### src/rtl/pll_step_meter_pkg.sv
package pll_step_meter_pkg;
    typedef enum logic [2:0] {
        ST_IDLE,
        ST_PRE,
        ST_STEP,
        ST_XOVER,
        ST_OVS,
        ST_SETTLE,
        ST_DONE
    } meter_state_e;
endpackage

### src/rtl/psm_settle_mon.sv
// Counts consecutive in-window samples and accumulates their signed values.
module psm_settle_mon #(
    parameter int MAG_W      = 8,
    parameter int SETTLE_LEN = 16
) (
    input  logic             clk,
    input  logic             rst_n,
    input  logic             en,
    input  logic             smp_valid,
    input  logic             smp_sign,
    input  logic [MAG_W-1:0] smp_mag,
    input  logic [MAG_W-1:0] win,
    output logic             settled,
    output logic [MAG_W:0]   avg
);
    localparam int SH    = $clog2(SETTLE_LEN);
    localparam int RUN_W = $clog2(SETTLE_LEN + 1);
    localparam int SUM_W = MAG_W + 1 + SH;

    typedef struct packed {
        logic [RUN_W-1:0] run;
        logic [SUM_W-1:0] sum;
    } mon_t;

    mon_t mon_q, mon_d;
    logic             in_win;
    logic [SUM_W-1:0] mag_ext, smp_ext, sum_n;

    always_comb begin
        in_win  = (smp_mag <= win);
        mag_ext = SUM_W'(smp_mag);
        smp_ext = smp_sign ? (~mag_ext + 1'b1) : mag_ext;
        sum_n   = mon_q.sum + smp_ext;
        settled = en && smp_valid && in_win && (mon_q.run == RUN_W'(SETTLE_LEN - 1));
        avg     = sum_n[SH +: MAG_W + 1];
        mon_d   = mon_q;
        if (!en) begin
            mon_d.run = '0;
            mon_d.sum = '0;
        end else if (smp_valid) begin
            if (in_win) begin
                mon_d.run = mon_q.run + 1'b1;
                mon_d.sum = sum_n;
            end else begin
                mon_d.run = '0;
                mon_d.sum = '0;
            end
        end
    end

    always_ff @(posedge clk or negedge rst_n) begin
        if (!rst_n) mon_q <= '0;
        else        mon_q <= mon_d;
    end

    // the run length never passes the settle length
    assert_run_bound_R8: assert property (@(posedge clk) disable iff (!rst_n)
        mon_q.run <= RUN_W'(SETTLE_LEN));
    // an out-of-window sample always restarts the count
    assert_restart_R3: assert property (@(posedge clk) disable iff (!rst_n)
        (en && smp_valid && !in_win) |=> (mon_q.run == '0));
endmodule

### src/rtl/psm_peak_hold.sv
// Running maximum of reversed-side magnitudes.
module psm_peak_hold #(
    parameter int MAG_W = 8
) (
    input  logic             clk,
    input  logic             rst_n,
    input  logic             clr,
    input  logic             upd,
    input  logic [MAG_W-1:0] val,
    output logic [MAG_W-1:0] peak
);
    typedef struct packed {
        logic [MAG_W-1:0] pk;
    } peak_t;

    peak_t pk_q, pk_d;

    always_comb begin
        pk_d = pk_q;
        if (clr)                      pk_d.pk = '0;
        else if (upd && val > pk_q.pk) pk_d.pk = val;
    end

    always_ff @(posedge clk or negedge rst_n) begin
        if (!rst_n) pk_q <= '0;
        else        pk_q <= pk_d;
    end

    assign peak = pk_q.pk;

    // the held peak never falls without a clear
    assert_peak_mono_R7: assert property (@(posedge clk) disable iff (!rst_n)
        !clr |=> (pk_q.pk >= $past(pk_q.pk)));
endmodule

### src/rtl/pll_step_meter.sv
module pll_step_meter
    import pll_step_meter_pkg::*;
#(
    parameter int DIV_W       = 6,
    parameter int MAG_W       = 8,
    parameter int SETTLE_LEN  = 16,
    parameter int TIMEOUT     = 4096,
    parameter int DIV_RUN_MIN = 8
) (
    input  logic                      clk,
    input  logic                      rst_n,
    input  logic                      start,
    input  logic                      step_dir,
    input  logic [DIV_W-1:0]          div_nom,
    input  logic [MAG_W-1:0]          win_lim,
    input  logic                      pe_valid,
    input  logic                      pe_sign,
    input  logic [MAG_W-1:0]          pe_mag,
    input  logic                      fb_wrap,
    output logic [DIV_W-1:0]          div_out,
    output logic                      done,
    output logic                      locked,
    output logic                      bad_div,
    output logic                      no_xover,
    output logic [$clog2(TIMEOUT)-1:0] xover_cnt,
    output logic [MAG_W-1:0]          max_os,
    output logic [MAG_W:0]            static_err
);
    localparam int CNT_W = $clog2(TIMEOUT);
    localparam logic [DIV_W-1:0] DIV_TOP = '1;

    typedef struct packed {
        meter_state_e     st;
        logic             dir;
        logic             bad;
        logic             noxo;
        logic             lock;
        logic [CNT_W-1:0] cnt;
        logic [CNT_W-1:0] xo;
        logic [MAG_W:0]   stat;
    } meter_t;

    meter_t r_q, r_d;

    logic           out_win, opp, idle_like, div_ok, start_ok;
    logic           mon_en, settled, pk_clr, pk_upd;
    logic [MAG_W:0] avg;

    always_comb begin
        out_win   = (pe_mag > win_lim);
        opp       = (pe_sign != r_q.dir) && (pe_mag != '0);
        idle_like = (r_q.st == ST_IDLE) || (r_q.st == ST_DONE);
        div_ok    = (div_nom >= DIV_W'(DIV_RUN_MIN)) && !(!step_dir && div_nom == DIV_TOP);
        start_ok  = start && idle_like && div_ok;
        mon_en    = (r_q.st == ST_PRE) || (r_q.st == ST_SETTLE);
        pk_clr    = start_ok;
        pk_upd    = pe_valid && opp &&
                    ((r_q.st == ST_XOVER) || (r_q.st == ST_OVS) || (r_q.st == ST_SETTLE));
    end

    psm_settle_mon #(.MAG_W(MAG_W), .SETTLE_LEN(SETTLE_LEN)) settle_i (
        .clk(clk), .rst_n(rst_n), .en(mon_en), .smp_valid(pe_valid),
        .smp_sign(pe_sign), .smp_mag(pe_mag), .win(win_lim),
        .settled(settled), .avg(avg)
    );

    psm_peak_hold #(.MAG_W(MAG_W)) peak_i (
        .clk(clk), .rst_n(rst_n), .clr(pk_clr), .upd(pk_upd),
        .val(pe_mag), .peak(max_os)
    );

    always_comb begin
        r_d = r_q;
        case (r_q.st)
            ST_IDLE, ST_DONE: begin
                if (r_q.st == ST_DONE && pe_valid && out_win) r_d.lock = 1'b0;
                if (start) begin
                    if (div_ok) begin
                        r_d.st   = ST_PRE;
                        r_d.dir  = step_dir;
                        r_d.bad  = 1'b0;
                        r_d.noxo = 1'b0;
                        r_d.lock = 1'b0;
                        r_d.cnt  = '0;
                        r_d.xo   = '0;
                        r_d.stat = '0;
                    end else begin
                        r_d.bad = 1'b1;
                    end
                end
            end
            ST_PRE: if (settled) r_d.st = ST_STEP;
            ST_STEP, ST_XOVER: begin
                if (pe_valid) begin
                    if (r_q.st == ST_XOVER && opp) begin
                        r_d.xo = r_q.cnt + 1'b1;
                        r_d.st = ST_OVS;
                    end else if (r_q.cnt == CNT_W'(TIMEOUT - 2)) begin
                        r_d.st   = ST_DONE;
                        r_d.noxo = 1'b1;
                        r_d.xo   = '1;
                    end else begin
                        r_d.cnt = r_q.cnt + 1'b1;
                        if (r_q.st == ST_STEP && fb_wrap) r_d.st = ST_XOVER;
                    end
                end
            end
            ST_OVS: if (pe_valid && !out_win) r_d.st = ST_SETTLE;
            ST_SETTLE: begin
                if (settled) begin
                    r_d.st   = ST_DONE;
                    r_d.lock = 1'b1;
                    r_d.stat = avg;
                end
            end
            default: r_d.st = ST_IDLE;
        endcase
    end

    always_ff @(posedge clk or negedge rst_n) begin
        if (!rst_n) r_q <= '0;
        else        r_q <= r_d;
    end

    always_comb begin
        if (r_q.st == ST_STEP) div_out = r_q.dir ? (div_nom - 1'b1) : (div_nom + 1'b1);
        else                   div_out = div_nom;
    end

    assign done       = (r_q.st == ST_DONE);
    assign locked     = r_q.lock;
    assign bad_div    = r_q.bad;
    assign no_xover   = r_q.noxo;
    assign xover_cnt  = r_q.xo;
    assign static_err = r_q.stat;

    // the divide value moves by at most one from nominal
    assert_div_step_R4: assert property (@(posedge clk) disable iff (!rst_n)
        (div_out != div_nom) |-> ((div_out == div_nom + 1'b1) || (div_out == div_nom - 1'b1)));
    // lock only with a finished run
    assert_lock_done_R10: assert property (@(posedge clk) disable iff (!rst_n)
        locked |-> done);
    // a run without reversal saturates its count and is not locked
    assert_noxo_sat_R6: assert property (@(posedge clk) disable iff (!rst_n)
        no_xover |-> ((xover_cnt == '1) && !locked));
    // results hold while done and no start arrives
    assert_hold_R10: assert property (@(posedge clk) disable iff (!rst_n)
        (done && !start) |=> ($stable(xover_cnt) && $stable(static_err) && $stable(max_os) && done));
    // a start with a forbidden divisor flags an error and runs nothing
    assert_reject_R2: assert property (@(posedge clk) disable iff (!rst_n)
        (start && idle_like && !div_ok) |=> (bad_div && $stable(xover_cnt)));
endmodule

### config.mk
export PLATFORM = sky130hd
export DESIGN_NAME = pll_step_meter
export DESIGN_NICKNAME = d
export VERILOG_FILES = /design/src/rtl/pll_step_meter_pkg.sv /design/src/rtl/psm_settle_mon.sv /design/src/rtl/psm_peak_hold.sv /design/src/rtl/pll_step_meter.sv
export SDC_FILE = /design/constraint.sdc
export NUM_CORES = 1
export LEC_CHECK = 0
export BUFFER_PORTS_ARGS = -buffer_cell sky130_fd_sc_hd__buf_2
export CORE_MARGIN = 5
export CORE_UTILIZATION = 62
export CTS_CLUSTER_DIAMETER = 80
export DETAILED_ROUTE_END_ITERATION = 16
export GPL_ROUTABILITY_DRIVEN = 0
export PLACE_DENSITY = 0.87
export REMOVE_ABC_BUFFERS = 1
export SLEW_MARGIN = 20
export SYNTH_ARGS = -nofsm -noshare
export SYNTH_HDL_FRONTEND = slang
export SYNTH_SLANG_ARGS = --single-unit
### constraint.sdc
create_clock -name clk -period 3.6 [get_ports clk]
set_clock_uncertainty 0.05 [all_clocks]
set_input_delay 0.72 -clock clk [delete_from_list [all_inputs] [get_ports clk]]
set_output_delay 0.72 -clock clk [all_outputs]
set_load 0.01 [all_outputs]
# Yosys cells after proc, flatten, opt, wreduce, memory -nomap -nowiden
# Cells that the tools add are included.
# word_totals
inputBits	29
out_inout_bits	39
reg_bits	66
wordCells	117
# op_classes
eq_ne	22
n_mux	35
reduce_logical	38
order_cmp	4
addsub	6
bitwise_logic	1
# ops
cell	n
$mux W18	3
$mux W12	4
$pmux W24 S2	1
$mux W40	1
$mux W35	1
$mux W24	1
$mux W3	7
$pmux W9 S2	1
$gt A8 B8 Y1	2
$logic_and A1 B1 Y1	16
$mux W8	2
$pmux W3 S5	1
$ne A2 B2 Y1 const B	7
$add A13 B1 Y13 const B	1
$add A13 B13 Y13	1
$mux W13	1
$not A8 Y13	1
$add A12 B1 Y12 const B	1
$eq A12 B12 Y1 const B	1
$mux W6	2
$reduce_and A6 Y1	2
$eq A3 B3 Y1 const B	3
$mux W9	1
$le A8 B8 Y1	1
other kinds (26)	44

# Logic depth before layout (Yosys ltp)
# depth
word_depth	7
ltp_mapped	12
depth_no_buf	12

# Cells and area by module
# From an unflattened synthesis, not the netlist that was laid out.
# hier_totals
cells_unflattened	580
area_unflattened_um2	5158.7
# by_module_without_submodules
module	cells_each	instances	seq_area_each_um2	area_per_inst_um2
pll_step_meter	314	1	1001.0	2732.6
psm_settle_mon	204	1	450.4	1806.7
psm_peak_hold	62	1	200.2	619.3

# Worst setup path before layout
# Ideal clock, no wire load.
# synth_path
path_type	input -> register
start	input port pe_mag[5]
end	register settle_i.mon_q[12] (netlist name)
n_path_buf	0
setup_slack_ns	0.235
t_arrival_ns	3.196
stages	10
setup_time_ns	0.119
cell_sequence	or4_4 -> or2_2 -> nand2_1 -> xnor2_1 -> ha_1 -> a21o_1 -> o31a_1 -> or3_1 -> a31oi_1 -> o21ba_1
# synth_between
elab_chain_cells	7
# synth_rtl
item	line	rtl
start: declaration	pll_step_meter.sv:18	input logic [MAG_W-1:0] pe_mag,
$not A8 Y13	psm_settle_mon.sv:32	smp_ext = smp_sign ? (~mag_ext + 1'b1) : mag_ext;
$add A13 B1 Y13	psm_settle_mon.sv:32	
$mux W13	psm_settle_mon.sv:32	
$add A13 B13 Y13	psm_settle_mon.sv:33	sum_n = mon_q.sum + smp_ext;
$mux W18 (*)	psm_settle_mon.sv:41	if (in_win) begin
$mux W18 (*)	psm_settle_mon.sv:40	end else if (smp_valid) begin
$mux W18 (*)	psm_settle_mon.sv:37	if (!en) begin
end signal: assignment	psm_settle_mon.sv:53	else mon_q <= mon_d;
end: declaration	psm_settle_mon.sv:25	mon_t mon_q, mon_d;
# Mark *: on every way between the ends. The rest lies on a longest branch, timed or not. The select of a mux whose other input is x is not followed.
# A chain may end at the register's enable or synchronous reset.

# Worst setup path after layout
# layout_path
start	register r_q[38] (netlist name)
end	output port div_out[5]
# layout_between
elab_chain_cells	2
# layout_rtl
item	line	rtl
start: declaration	pll_step_meter.sv:43	meter_t r_q, r_d;
start signal: assignment	pll_step_meter.sv:122	else r_q <= r_d;
$eq A3 B2 Y1	pll_step_meter.sv:126	if (r_q.st == ST_STEP) div_out = r_q.dir ? (div_nom - 1'b1) : (div_nom + 1'b1);
$mux W6	pll_step_meter.sv:126	
end: declaration	pll_step_meter.sv:20	output logic [DIV_W-1:0] div_out,
# No other way between the ends.

==> results by group <==
Yosys
  • Synth top area cells: dfrtp_1 36%, ha_1 10%, o21ai_0 4.6%, buf_4 3.4%, nand2_1 3.2%
  • Sequential area share after synthesis: 0.360
  • Yosys warns: 0
  • Cells after synthesis: 500
  • Cell variety after synth: 63
  • Async SR Flop Fraction: 1.00
  • Cell taking the most area after synthesis: dfrtp_1
  • Synth top area share: 0.360
  • Syn Area/Cell: about 9.2 µm²
  • Netlist Area Pre-Place: 0.00459 mm²
  • Synth Register Bits: 66
  • Main synth FF type: dfrtp_1
  • Post-synth EDFFs: 0

Clock tree
  • CTS Hold Buffers Added: 0
  • CTS tree: done
  • Num CTS Buffers: 9
  • Deepest clock path buffer count: 2
  • Clk_lat worst skew: ~0.36 ns
  • Clk slew on worst S/H paths: 0.08 ns
  • Post-cts resize count: 0
  • Root Buffer: clkbuf_8
  • Post-CTS Setup Inserts: 0
  • Clock Sink Count: 66
  • H-Tree Depth: 3

Floorplanning
  • Core area: ~0.007 mm²
  • Ports: 68
  • Die H: 96 µm
  • Die W: roughly 96 µm
  • Row cnt: 31
  • Total die area: roughly 0.0092 mm²
  • Initial Utilization: 0.636

STA
  • Setup violations, final: 0
  • Setup_tns: 0 ns
  • Fin crit share: 0.949
  • Slew headroom: 0.336
  • Final Critical Period: between 3 and 4 ns
  • Hold Fails Final Rpt: 0
  • Fmax: around 290 MHz
  • Worst-Margin Slew: 0.996 ns
  • RSZ-0062 raised after global routing: no
  • Max-slew violations: 0

Global routing
  • Total GRT Usage: 0.244
  • Met1 Use GR: 0.305
  • Vias in the first global route: 3926
  • Met2 Usage GRT: 0.402
  • Initial antenna violation count: 0
  • GR Layer Usage met3: 0.0422
  • First-pass GRT wire length: 17700 µm
  • Grt total ovfl: 0
  • Largest net degree at the start of global routing: 28
  • Most Crowded Layer GR: met2

Pwr
  • P per Cell Area: ~640 mW/mm²
  • Sequential Power Share: 0.324
  • VDD IR max: 0.284 mV
  • Pint: a little under 0.002 W
  • Share of total power in combinational logic: 0.471
  • P_leak: approximately 2.6 nW
  • Switch share: 0.409
  • Clock power frac: 0.205
  • Psw: 0.00134 W

Flow run
  • Max_cap viols: 0

Routing
  • Initial DRC count: 181
  • DR vias/cell: 6.06
  • Routed vias: 3982
  • Final WL: between 10000 and 15000 µm
  • Routed Antenna Nets: 0
  • Residual DRC count: 0
  • DRT Pass-1 Iters: 5
  • Routed length per instance: 16.1 µm

Final layout
  • Ratio of cells with drive above 1 in the final layout: 0.199
  • Fillers: 565
  • Synth-to-layout area growth: 11.5%
  • # diodes: 0
  • Register area: 0.00165 mm²
  • Footprint of the multi-input gates: roughly 0.0026 mm²
  • Nets@finish: 622
  • Layout Utilization: 0.709

Setup path
  • Critical path arrival: 2.65 ns
  • Crit path cell chain: nor2b_1 -> nand2b_1 -> or4b_2 -> nand3_1 -> xor2_1 -> buf_2
  • Critical Path Max Stage Delay: 0.63 ns
  • Crit path buf inv count: 1
  • CP delay by family, top: simple AND/OR/NAND/NOR gates
  • Kind of critical path: flip-flop to output port
  • Worst EP required: 2.83 ns
  • Crit-path max FO: 11
  • Slowest cell on crit path: or4b_2
  • Setup crit start kind: flip-flop
  • Worst setup EP type: output port

Placed design
  • IO buf count: 67
  • Final HPWL DP: a little under 8000 µm

Hold path
  • HP Class: input port to async pin

Status
  • Status: finished clean
## cell usage in the layout, fill, tap and decap left out, drive strengths merged, types with 2 or more instances in the layout
cell type,count
a31oi,3
fa,2
nor3,8
a21oi,25
o21bai,2
mux2i,4
nand2,39
a41oi,2
o41ai,3
xor2,15
and2,3
a21o,15
nand4,7
nor4,2
a32o,2
nand3,19
clkinv,4
a22o,2
o21a,4
nor2b,3
nor2,35
ha,38
mux2,14
o21ai,45
clkbuf,10
dfrtp,66
or3,5
nor3b,2
inv,36
a211oi,2
o22a,12
xnor2,15
nand2b,7
o211ai,4
o311ai,2
buf,78
o31ai,3
## cell usage after synthesis (3+ instances only)
master    count
nand2_1      39
clkbuf_1     12
nor2b_1       3
o22a_1       12
o21ai_0      42
inv_1        34
a21oi_1      25
nand2b_1      7
mux2i_1       4
ha_1         38
o211ai_1      4
nand3_1      19
dfrtp_1      66
buf_4        21
nand4_1       7
mux2_2        8
o21a_1        4
o41ai_1       3
xnor2_1      15
a21o_1       15
mux2_1        6
o31ai_1       3
xor2_1       15
or3_1         4
a31oi_1       3
nor2_1       35
nor3_1        8
## registers in the layout, indices dropped and copies added, names as in the netlist
register,count
bad_div,1
locked,1
no_xover,1
peak_i.peak,8
r_q,16
settle_i.mon_q,18
static_err,9
xover_cnt,12
## per-stage QoR
stage / power [W] / instances / hold slack (ns) / worst slack (ns) / instance area [µm²]
after CTS: 0.00327 / 657 / 0.323 / 0.206 / 5110
after detailed placement: 0.00260 / 641 / 0.421 / 0.00599 / 4900
final: 0.00327 / 657 / 0.320 / 0.184 / 5110
after global routing: 0.00351 / 657 / 0.352 / 0.0440 / 5110
after floorplan: 0.00211 / 464 / 0.374 / 0.236 / 4360
after global placement: 0.00254 / 641 / 0.414 / 0.0699 / 4900
## cell families (layout without fill, tap and decap cells)
family | count (synthesis) | count (layout) | synth area share
multiplexers | 18 | 18 | 0.0431
AND/OR/NAND/NOR | 136 | 136 | 0.143
buffers and inverters | 71 | 129 | 0.0775
AO/OA/AOI/OAI | 138 | 138 | 0.201
flip-flops | 66 | 66 | 0.360
XOR/XNOR | 31 | 31 | 0.0625
adder cells (fa/ha/maj) | 40 | 40 | 0.112
## layer usage
layer / vias to the layer above / wire length, µm / part of all wire
li1: 1882 / - / -
met1: 1898 / 4410 / 0.42
met2: 169 / 5130 / 0.48
met3: 33 / 740 / 0.070
met4: 0 / 303 / 0.029
met5: - / 0 / 0
## final timing paths
| kind | startpoint | to | slack [ns] | depth (start not counted) |
|---|---|---|---|---|
| setup / recovery | r_q[38] | div_out[5] | 0.18 | 6 |
| hold / removal | rst_n | xover_cnt[1] | 0.32 | 1 |
| setup reg to reg | r_q[38] | peak_i.peak[6] | 0.96 | 5 |
| hold reg to reg | settle_i.mon_q[17] | settle_i.mon_q[17] | 0.43 | 2 |
| max in group asynchronous | rst_n | r_q[36] | 2.41 | 2 |
| min in group clk | settle_i.mon_q[17] | settle_i.mon_q[17] | 0.43 | 2 |
## power groups by stage
stage,Clock (W),Sequential (W),Combinational (W)
2_1_floorplan,0,0.00110,0.00101
5_1_grt,0.000708,0.00108,0.00171
6_report,0.000669,0.00106,0.00154
4_1_cts,0.000672,0.00106,0.00154
3_3_place_gp,0,0.00106,0.00147
3_5_place_dp,0,0.00107,0.00153
## cell type report
class,instances,area share
Tap cell,99,0.0242
Timing Repair Buffer,78,0.0817
Inverter,35,0.0257
Multi-Input combinational cell,363,0.504
Clock inverter,6,0.0144
Clock buffer,10,0.0269
Sequential cell,66,0.323
Note: power is estimated with default switching activity, not from simulation.
